## src/rtl/sclgen_pkg.sv

```systemverilog
`timescale 1ns/1ps
// Package: shared types for the SCL baud generator.
// Assumes: nothing beyond the IEEE 1800-2017 language.
package sclgen_pkg;

    // Run state of the generator.
    typedef enum logic {
        ST_IDLE = 1'b0,
        ST_RUN  = 1'b1
    } sclgen_state_e;

    // Counter commands issued by the controller.
    // At most one field is set in any cycle.
    typedef struct packed {
        logic clear;
        logic load;
        logic dec;
    } sclgen_cmd_t;

endpackage

```

## src/rtl/sclgen_tick_merge.sv

```systemverilog
`timescale 1ns/1ps
// Module: sclgen_tick_merge
// Merges the per-phase tick enables into one count enable per cycle.
// Assumes: the phase ticks are mutually exclusive, so the OR of them
// never loses a tick.
module sclgen_tick_merge #(
    parameter int NUM_PHASES = 2
) (
    input  logic                  clk,
    input  logic                  rst_n,
    input  logic [NUM_PHASES-1:0] phase_tick,
    output logic                  tick
);

    logic [NUM_PHASES:0] chain;

    assign chain[0] = 1'b0;

    // OR each phase into the running chain.
    for (genvar g = 0; g < NUM_PHASES; g++) begin : g_phase
        assign chain[g+1] = chain[g] | phase_tick[g];
    end

    assign tick = chain[NUM_PHASES];

    // the phases never overlap, so one merged tick stands for exactly one phase.
    a_r4_phases_exclusive: assert property (@(posedge clk) disable iff (!rst_n)
        $onehot0(phase_tick));

endmodule

```

## src/rtl/sclgen_downcnt.sv

```systemverilog
`timescale 1ns/1ps
// Module: sclgen_downcnt
// Down counter with a reload value.
// Command priority: clear, then load, then decrement.
// The counter never wraps below zero.
// Assumes: the controller issues no decrement while the count is zero.
module sclgen_downcnt #(
    parameter int WIDTH = 7
) (
    input  logic                       clk,
    input  logic                       rst_n,
    input  sclgen_pkg::sclgen_cmd_t    cmd,
    input  logic [WIDTH-1:0]           load_val,
    output logic [WIDTH-1:0]           count,
    output logic                       is_zero
);

    localparam logic [WIDTH-1:0] ONE = WIDTH'(1);

    logic [WIDTH-1:0] count_q;

    // Update the count from the highest-priority command.
    always_ff @(posedge clk) begin
        if (!rst_n) begin
            count_q <= '0;
        end else if (cmd.clear) begin
            count_q <= '0;
        end else if (cmd.load) begin
            count_q <= load_val;
        end else if (cmd.dec) begin
            count_q <= count_q - ONE;
        end
    end

    assign count   = count_q;
    assign is_zero = (count_q == '0);

    // a load places the reload value in the counter.
    a_r6_load_value: assert property (@(posedge clk) disable iff (!rst_n)
        (cmd.load && !cmd.clear) |=> (count_q == $past(load_val)));

    // with no command, the count holds.
    a_r4_hold_without_cmd: assert property (@(posedge clk) disable iff (!rst_n)
        (!cmd.clear && !cmd.load && !cmd.dec) |=> $stable(count_q));

    // a decrement lowers the count by exactly one.
    a_r4_dec_by_one: assert property (@(posedge clk) disable iff (!rst_n)
        (cmd.dec && !cmd.load && !cmd.clear) |=> (count_q == $past(count_q) - ONE));

    // the counter is never asked to go below zero.
    a_r7_no_underflow: assert property (@(posedge clk) disable iff (!rst_n)
        cmd.dec |-> (count_q != '0));

endmodule

```

## src/rtl/sclgen_ctrl.sv

```systemverilog
`timescale 1ns/1ps
// Module: sclgen_ctrl
// Run/idle control and the SCL level register.
// - Arms on a buffer write.
// - Decrements on each tick while running.
// - Toggles SCL and reloads at a rollover, but only when the bus level
//   matches the driven level.
// - Halts on transfer done.
// Assumes: scl_in is already synchronous to clk.
module sclgen_ctrl (
    input  logic                        clk,
    input  logic                        rst_n,
    input  logic                        tick,
    input  logic                        buf_wr,
    input  logic                        xfer_done,
    input  logic                        scl_in,
    input  logic                        cnt_zero,
    output sclgen_pkg::sclgen_cmd_t     cmd,
    output logic                        scl_o,
    output logic                        roll_o
);

    import sclgen_pkg::*;

    sclgen_state_e state_q, state_d;
    logic          scl_q;
    logic          roll_q;
    logic          toggle;
    logic          bus_match;

    assign bus_match = (scl_in == scl_q);

    // Decide the next state, the counter command and whether SCL toggles.
    always_comb begin
        state_d   = state_q;
        cmd.clear = 1'b0;
        cmd.load  = 1'b0;
        cmd.dec   = 1'b0;
        toggle    = 1'b0;
        if (buf_wr) begin
            cmd.load = 1'b1;
            state_d  = ST_RUN;
        end else if (xfer_done) begin
            cmd.clear = 1'b1;
            state_d   = ST_IDLE;
        end else if (state_q == ST_RUN && tick) begin
            if (!cnt_zero) begin
                cmd.dec = 1'b1;
            end else if (bus_match) begin
                cmd.load = 1'b1;
                toggle   = 1'b1;
            end
        end
    end

    // Register the run state.
    always_ff @(posedge clk) begin
        if (!rst_n) begin
            state_q <= ST_IDLE;
        end else begin
            state_q <= state_d;
        end
    end

    // Register the SCL level and the rollover strobe.
    always_ff @(posedge clk) begin
        if (!rst_n) begin
            scl_q  <= 1'b1;
            roll_q <= 1'b0;
        end else begin
            roll_q <= toggle;
            if (toggle) begin
                scl_q <= ~scl_q;
            end
        end
    end

    assign scl_o  = scl_q;
    assign roll_o = roll_q;

    // while idle and not re-armed, SCL keeps its level.
    a_r8_idle_holds_scl: assert property (@(posedge clk) disable iff (!rst_n)
        (state_q == ST_IDLE && !buf_wr) |=> $stable(scl_q));

    // a tick at zero against a mismatched bus level leaves SCL unchanged.
    a_r7_stretch_no_toggle: assert property (@(posedge clk) disable iff (!rst_n)
        (state_q == ST_RUN && tick && cnt_zero && !bus_match && !buf_wr && !xfer_done)
        |=> $stable(scl_q));

    // the strobe coincides with a change of SCL level.
    a_r10_roll_marks_toggle: assert property (@(posedge clk) disable iff (!rst_n)
        $rose(roll_q) |-> (scl_q != $past(scl_q)));

    // a buffer write always leaves the block running.
    a_r9_write_wins: assert property (@(posedge clk) disable iff (!rst_n)
        buf_wr |=> (state_q == ST_RUN));

endmodule

```

## src/rtl/sclgen_top.sv

```systemverilog
`timescale 1ns/1ps
// Module: sclgen_top
// SCL baud generator for an I2C master.
// The reload value is the low bits of the baud register. Each rollover
// of the down counter toggles SCL.
// Assumes: the phase ticks are mutually exclusive. Start/stop sequencing
// and data shifting are handled by a neighbouring block.
module sclgen_top #(
    parameter int NUM_PHASES = 2,
    parameter int CFG_W      = 8,
    parameter int RELOAD_W   = 7
) (
    input  logic                  clk,
    input  logic                  rst_n,
    input  logic [NUM_PHASES-1:0] phase_tick,
    input  logic [CFG_W-1:0]      baud_cfg,
    input  logic                  buf_wr,
    input  logic                  xfer_done,
    input  logic                  scl_in,
    output logic                  scl_o,
    output logic                  roll_o,
    output logic [RELOAD_W-1:0]   brg_count
);

    localparam int SPARE_W = CFG_W - RELOAD_W;

    logic                    tick;
    logic                    cnt_zero;
    logic [RELOAD_W-1:0]     reload_val;
    sclgen_pkg::sclgen_cmd_t cmd;

    // The spare configuration bits are deliberately ignored.
    logic [SPARE_W-1:0]      cfg_unused;

    assign reload_val = baud_cfg[RELOAD_W-1:0];
    assign cfg_unused = baud_cfg[CFG_W-1:RELOAD_W];

    sclgen_tick_merge #(
        .NUM_PHASES (NUM_PHASES)
    ) u_merge (
        .clk        (clk),
        .rst_n      (rst_n),
        .phase_tick (phase_tick),
        .tick       (tick)
    );

    sclgen_ctrl u_ctrl (
        .clk       (clk),
        .rst_n     (rst_n),
        .tick      (tick),
        .buf_wr    (buf_wr),
        .xfer_done (xfer_done),
        .scl_in    (scl_in),
        .cnt_zero  (cnt_zero),
        .cmd       (cmd),
        .scl_o     (scl_o),
        .roll_o    (roll_o)
    );

    sclgen_downcnt #(
        .WIDTH (RELOAD_W)
    ) u_cnt (
        .clk      (clk),
        .rst_n    (rst_n),
        .cmd      (cmd),
        .load_val (reload_val),
        .count    (brg_count),
        .is_zero  (cnt_zero)
    );

    // the cycle after a write shows the reload value in the counter.
    a_r3_arm_loads: assert property (@(posedge clk) disable iff (!rst_n)
        buf_wr |=> (brg_count == $past(reload_val)));

    // after a halt the counter is parked at zero.
    a_r8_halt_parks: assert property (@(posedge clk) disable iff (!rst_n)
        (xfer_done && !buf_wr) |=> (brg_count == '0));

endmodule

```

## config.mk

```make
export PLATFORM = sky130hd
export DESIGN_NAME = sclgen_top
export DESIGN_NICKNAME = d
export VERILOG_FILES = /design/src/rtl/sclgen_pkg.sv /design/src/rtl/sclgen_tick_merge.sv /design/src/rtl/sclgen_downcnt.sv /design/src/rtl/sclgen_ctrl.sv /design/src/rtl/sclgen_top.sv
export SDC_FILE = /design/constraint.sdc
export NUM_CORES = 1
export LEC_CHECK = 0
export BUFFER_PORTS_ARGS = -buffer_cell sky130_fd_sc_hd__buf_4
export CORE_AREA = 2 2 39 41
export CTS_CLUSTER_DIAMETER = 50
export DETAILED_ROUTE_END_ITERATION = 8
export DIE_AREA = 0 0 41 43
export PLACE_DENSITY = 0.81
export RECOVER_POWER = 50
export SYNTH_ARGS = -nofsm -noshare
export SYNTH_HDL_FRONTEND = slang
export SYNTH_SLANG_ARGS = --single-unit
export TNS_END_PERCENT = 50
```

## constraint.sdc

```tcl
create_clock -name clk -period 2.4 [get_ports clk]
set_input_delay 0.12 -clock clk [delete_from_list [all_inputs] [get_ports clk]]
set_output_delay 0.12 -clock clk [all_outputs]
set_load 0.03 [all_outputs]
```

==> report_table.html <==
<table>
<tr><th>Metric</th><th>Value</th></tr>
<tr><th colspan="2">Routing</th></tr>
<tr><td>DRC violation count after routing</td><td>0</td></tr>
<tr><td>Routed WL per cell</td><td>12.3 µm</td></tr>
<tr><td>Via total after detailed routing</td><td>626</td></tr>
<tr><td>First-pass iteration count of the detailed router</td><td>4</td></tr>
<tr><td>Routed Wire Length</td><td>1380 µm</td></tr>
<tr><td>Average via count per standard cell</td><td>5.59</td></tr>
<tr><td>Antenna violation net count after detailed routing</td><td>0</td></tr>
<tr><td>DR iter-0 viols</td><td>9</td></tr>
<tr><th colspan="2">Setup path</th></tr>
<tr><td>CP max stage delay</td><td>0.34 ns</td></tr>
<tr><td>Max FO, Critical Path</td><td>4</td></tr>
<tr><td>Slowest-stage cell, CP</td><td>sky130_fd_sc_hd__dfxtp_1</td></tr>
<tr><td>Ordered list of cells on the worst path</td><td>inv_1 -&gt; ha_1 -&gt; nor2b_1 -&gt; and2_4 -&gt; mux2_4 -&gt; a221oi_2 -&gt; nor3_1</td></tr>
<tr><td>CP Class</td><td>reg -&gt; reg</td></tr>
<tr><td>Signal arrival time at the worst endpoint</td><td>~1.9 ns</td></tr>
<tr><td>Kind of launch point of the worst setup path</td><td>register</td></tr>
<tr><td>Kind of cell adding the most delay to the critical path</td><td>simple AND/OR/NAND/NOR gates</td></tr>
<tr><td>CP Data Required Time</td><td>2.50 ns</td></tr>
<tr><td>Buf+Inv Stages, Crit Path</td><td>1</td></tr>
<tr><td>Kind of capture point of the worst setup path</td><td>register</td></tr>
<tr><th colspan="2">Clocking</th></tr>
<tr><td>Buffer levels on the longest clock path</td><td>2</td></tr>
<tr><td>Number of buffers created by CTS</td><td>3</td></tr>
<tr><td>TritonCTS sink count</td><td>10</td></tr>
<tr><td>Root buffer cell</td><td>sky130_fd_sc_hd__clkbuf_4</td></tr>
<tr><td>Clk slew on worst S/H paths</td><td>0.06 ns</td></tr>
<tr><td>Count of cells resized by post-cts repair</td><td>0</td></tr>
<tr><td>CTS H-tree depth</td><td>1</td></tr>
<tr><td>TritonCTS clock tree</td><td>built</td></tr>
<tr><td>Number of buffers inserted to repair setup after CTS</td><td>0</td></tr>
<tr><td>CTS Hold Buffers Added</td><td>0</td></tr>
<tr><td>Latest clock arrival within the worst-skew pair</td><td>0.27 ns</td></tr>
<tr><th colspan="2">Global route</th></tr>
<tr><td>Number of antenna violations at the first check in global routing</td><td>0</td></tr>
<tr><td>Leftover overflow at the end of global routing</td><td>0</td></tr>
<tr><td>Global-route wire length before repair</td><td>~2100 µm</td></tr>
<tr><td>Largest net degree at the start of global routing</td><td>11</td></tr>
<tr><td>Via count of the first global-routing pass</td><td>518</td></tr>
<tr><td>Total Routing Usage GR</td><td>17.8%</td></tr>
<tr><th colspan="2">Synth</th></tr>
<tr><td>Synth Area per Inst</td><td>between 8 and 9 µm²</td></tr>
<tr><td>Area share of the largest cell type after synthesis</td><td>31.3%</td></tr>
<tr><td>Most common flop cell mapped by yosys</td><td>sky130_fd_sc_hd__dfxtp_1</td></tr>
<tr><td>Library cell occupying the most area in the post-synthesis netlist</td><td>sky130_fd_sc_hd__dfxtp_1</td></tr>
<tr><td>Number of register bits inferred by synthesis</td><td>10</td></tr>
<tr><td>Number of nets produced by synthesis</td><td>slightly below 90</td></tr>
<tr><td>Most common cell in the netlist</td><td>sky130_fd_sc_hd__nor2_1</td></tr>
<tr><td>Async set or reset register ratio after synthesis</td><td>0%</td></tr>
<tr><td>Share of the yosys chip area belonging to registers</td><td>31.3%</td></tr>
<tr><td>Number of distinct library cell variants in the gate-level netlist after synthesis</td><td>35</td></tr>
<tr><td>Post-synth EDFFs</td><td>0</td></tr>
<tr><td>Synth Instances</td><td>72</td></tr>
<tr><td>Number of warning messages in the yosys log</td><td>0</td></tr>
<tr><td>Synth cell count leaders</td><td>sky130_fd_sc_hd__nor2_1 (12), sky130_fd_sc_hd__dfxtp_1 (10), sky130_fd_sc_hd__inv_1 (5)</td></tr>
<tr><td>Top cells by area, synth</td><td>sky130_fd_sc_hd__dfxtp_1 (31%), sky130_fd_sc_hd__nor2_1 (7.0%), sky130_fd_sc_hd__mux2i_1 (4.7%), sky130_fd_sc_hd__ha_1 (3.9%), sky130_fd_sc_hd__a211oi_1 (3.5%)</td></tr>
<tr><td>Post-synth design cell area</td><td>641 µm²</td></tr>
<tr><th colspan="2">Layout</th></tr>
<tr><td>Share of final-layout standard cells stronger than drive strength 1</td><td>roughly a quarter</td></tr>
<tr><td>Diodes inserted</td><td>0</td></tr>
<tr><td>Number of nets in the finished design</td><td>around 120</td></tr>
<tr><td>Filler-free cell count of the finished design</td><td>112</td></tr>
<tr><td>Final Util</td><td>58.5%</td></tr>
<tr><td>Area growth syn-to-layout</td><td>26.4%</td></tr>
<tr><th colspan="2">Timing</th></tr>
<tr><td>Measured slew at the worst slew-check pin</td><td>1.26 ns</td></tr>
<tr><td>Final Cycle Share</td><td>~76%</td></tr>
<tr><td>Clock tree skew after final layout</td><td>0.00343 ns</td></tr>
<tr><td>Final Hold Viols</td><td>0</td></tr>
<tr><td>Post-layout min period</td><td>1.82 ns</td></tr>
<tr><td>Fmax achieved</td><td>550 MHz</td></tr>
<tr><td># setup viols final</td><td>0</td></tr>
<tr><td>Smallest setup slack after layout</td><td>0.581 ns</td></tr>
<tr><td>Final count of pins violating max slew</td><td>0</td></tr>
<tr><td>RSZ-0062 raised after global routing</td><td>no</td></tr>
<tr><td>Final-layout setup total negative slack</td><td>0 ns</td></tr>
<tr><td>Headroom to the max-slew limit</td><td>14.8%</td></tr>
<tr><th colspan="2">Floorplanning</th></tr>
<tr><td>Floorplan die height</td><td>between 40 and 50 µm</td></tr>
<tr><td>Die footprint</td><td>~0.0018 mm²</td></tr>
<tr><td>Die Span X</td><td>41 µm</td></tr>
<tr><td>Starting Density</td><td>46.3%</td></tr>
<tr><td>Core Footprint</td><td>0.00138 mm²</td></tr>
<tr><td>Number of primary I/O pins</td><td>24</td></tr>
<tr><td>Num rows</td><td>14</td></tr>
<tr><th colspan="2">Place</th></tr>
<tr><td>Minimum setup slack after placement</td><td>0.643 ns</td></tr>
<tr><td>Weighted congestion reported at the end of routability-driven placement</td><td>about 0.73</td></tr>
<tr><td>Detailed placement HPWL</td><td>1040 µm</td></tr>
<tr><td>Port Buffer Count</td><td>22</td></tr>
<tr><td>Number of placed cells counting well taps</td><td>109</td></tr>
<tr><th colspan="2">Pwr</th></tr>
<tr><td>Total power draw</td><td>0.425 mW</td></tr>
<tr><td>Static power due to leakage</td><td>0.337 nW</td></tr>
<tr><td>Power per unit of standard cell area</td><td>525 mW/mm²</td></tr>
<tr><td>Max IR drop VDD</td><td>~350 µV</td></tr>
<tr><th colspan="2">Status</th></tr>
<tr><td>Outcome</td><td>finished, final reports clean</td></tr>
<tr><th colspan="2">Worst hold path</th></tr>
<tr><td>HP Class</td><td>in -&gt; reg</td></tr>
<tr><th colspan="2">Flow run</th></tr>
<tr><td>Max-capacitance violation count</td><td>0</td></tr>
</table>
state kept, by name, summed over array words and instances, names as in the netlist:
| name | cells |
|---|---|
| u_cnt.count | 7 |
| u_ctrl.roll_o | 1 |
| u_ctrl.state_q | 1 |
| u_ctrl.scl_o | 1 |
routing by layer:
metal | part of all wire [%] | global-route usage (%)
met1 | 43 | 21.5
met2 | 50 | 27.8
met3 | 5.3 | 3.14
met4 | 1.7 | 10.0
met5 | 0 | 0
kinds of logic after synthesis:
| kind of cell | after synthesis | synth area share [%] |
|---|---|---|
| and+or+nand+nor | 31 | 28.9 |
| adders and majority gates | 2 | 3.91 |
| xor gates and xnor gates | 3 | 4.10 |
| DFF | 10 | 31.2 |
| AOI/OAI and AO/OA | 16 | 21.1 |
| muxes | 4 | 7.03 |
| buffers and inverters | 6 | 3.71 |
where the power goes:
part | switching (mW) | leakage (nW) | internal (mW)
combinational | 0.0681 | 0.241 | 0.0563
sequential | 0.0114 | 0.0821 | 0.175
clock | 0.0564 | 0.0138 | 0.0579
total | 0.136 | 0.337 | 0.289
layout make-up:
class / count / area, µm²
clock buffer: 3 / 22.5
timing repair buffer: 22 / 135
tap: 16 / 20.0
inverter: 5 / 18.8
multi-input combinational: 56 / 413
sequential: 10 / 200
fill: 143 / 574
cells in the final DEF, fill, tap and decap left out, types with 2 or more instances in the layout:
cell type,synthesis,final
sky130_fd_sc_hd__a21oi_1,2,2
sky130_fd_sc_hd__nor3_1,4,4
sky130_fd_sc_hd__nand2_1,2,2
sky130_fd_sc_hd__o21ai_1,2,2
sky130_fd_sc_hd__nor2_1,12,12
sky130_fd_sc_hd__inv_1,5,5
sky130_fd_sc_hd__nor2b_1,2,2
sky130_fd_sc_hd__a211oi_1,3,3
sky130_fd_sc_hd__ha_1,2,2
sky130_fd_sc_hd__buf_4,0,14
sky130_fd_sc_hd__xnor2_1,2,2
sky130_fd_sc_hd__clkbuf_1,0,8
sky130_fd_sc_hd__clkbuf_4,0,3
sky130_fd_sc_hd__dfxtp_1,10,10
sky130_fd_sc_hd__mux2i_1,3,3
metrics by stage:
step | hold slack [ns] | cell area (µm²)
2_1_floorplan | 0.200 | 641
3_3_place_gp | 0.323 | 821
3_5_place_dp | 0.331 | 821
4_1_cts | 0.0545 | 843
5_1_grt | 0.0490 | 810
6_report | 0.0430 | 810
worst paths after layout:
check	startpoint	endpoint	slack, ns	cells past startpoint
min	rst_n	u_ctrl.scl_o$_SDFFE_PN1P_	0.04	2
max reg2reg	u_cnt.count[0]$_SDFFE_PP0P_	u_cnt.count[2]$_SDFFE_PP0P_	0.58	7
max	u_cnt.count[0]$_SDFFE_PP0P_	u_cnt.count[2]$_SDFFE_PP0P_	0.58	7
min reg2reg	u_ctrl.state_q$_SDFFE_PN0P_	u_ctrl.state_q$_SDFFE_PN0P_	0.48	2
No activity file was read; power rests on OpenSTA's default activity.
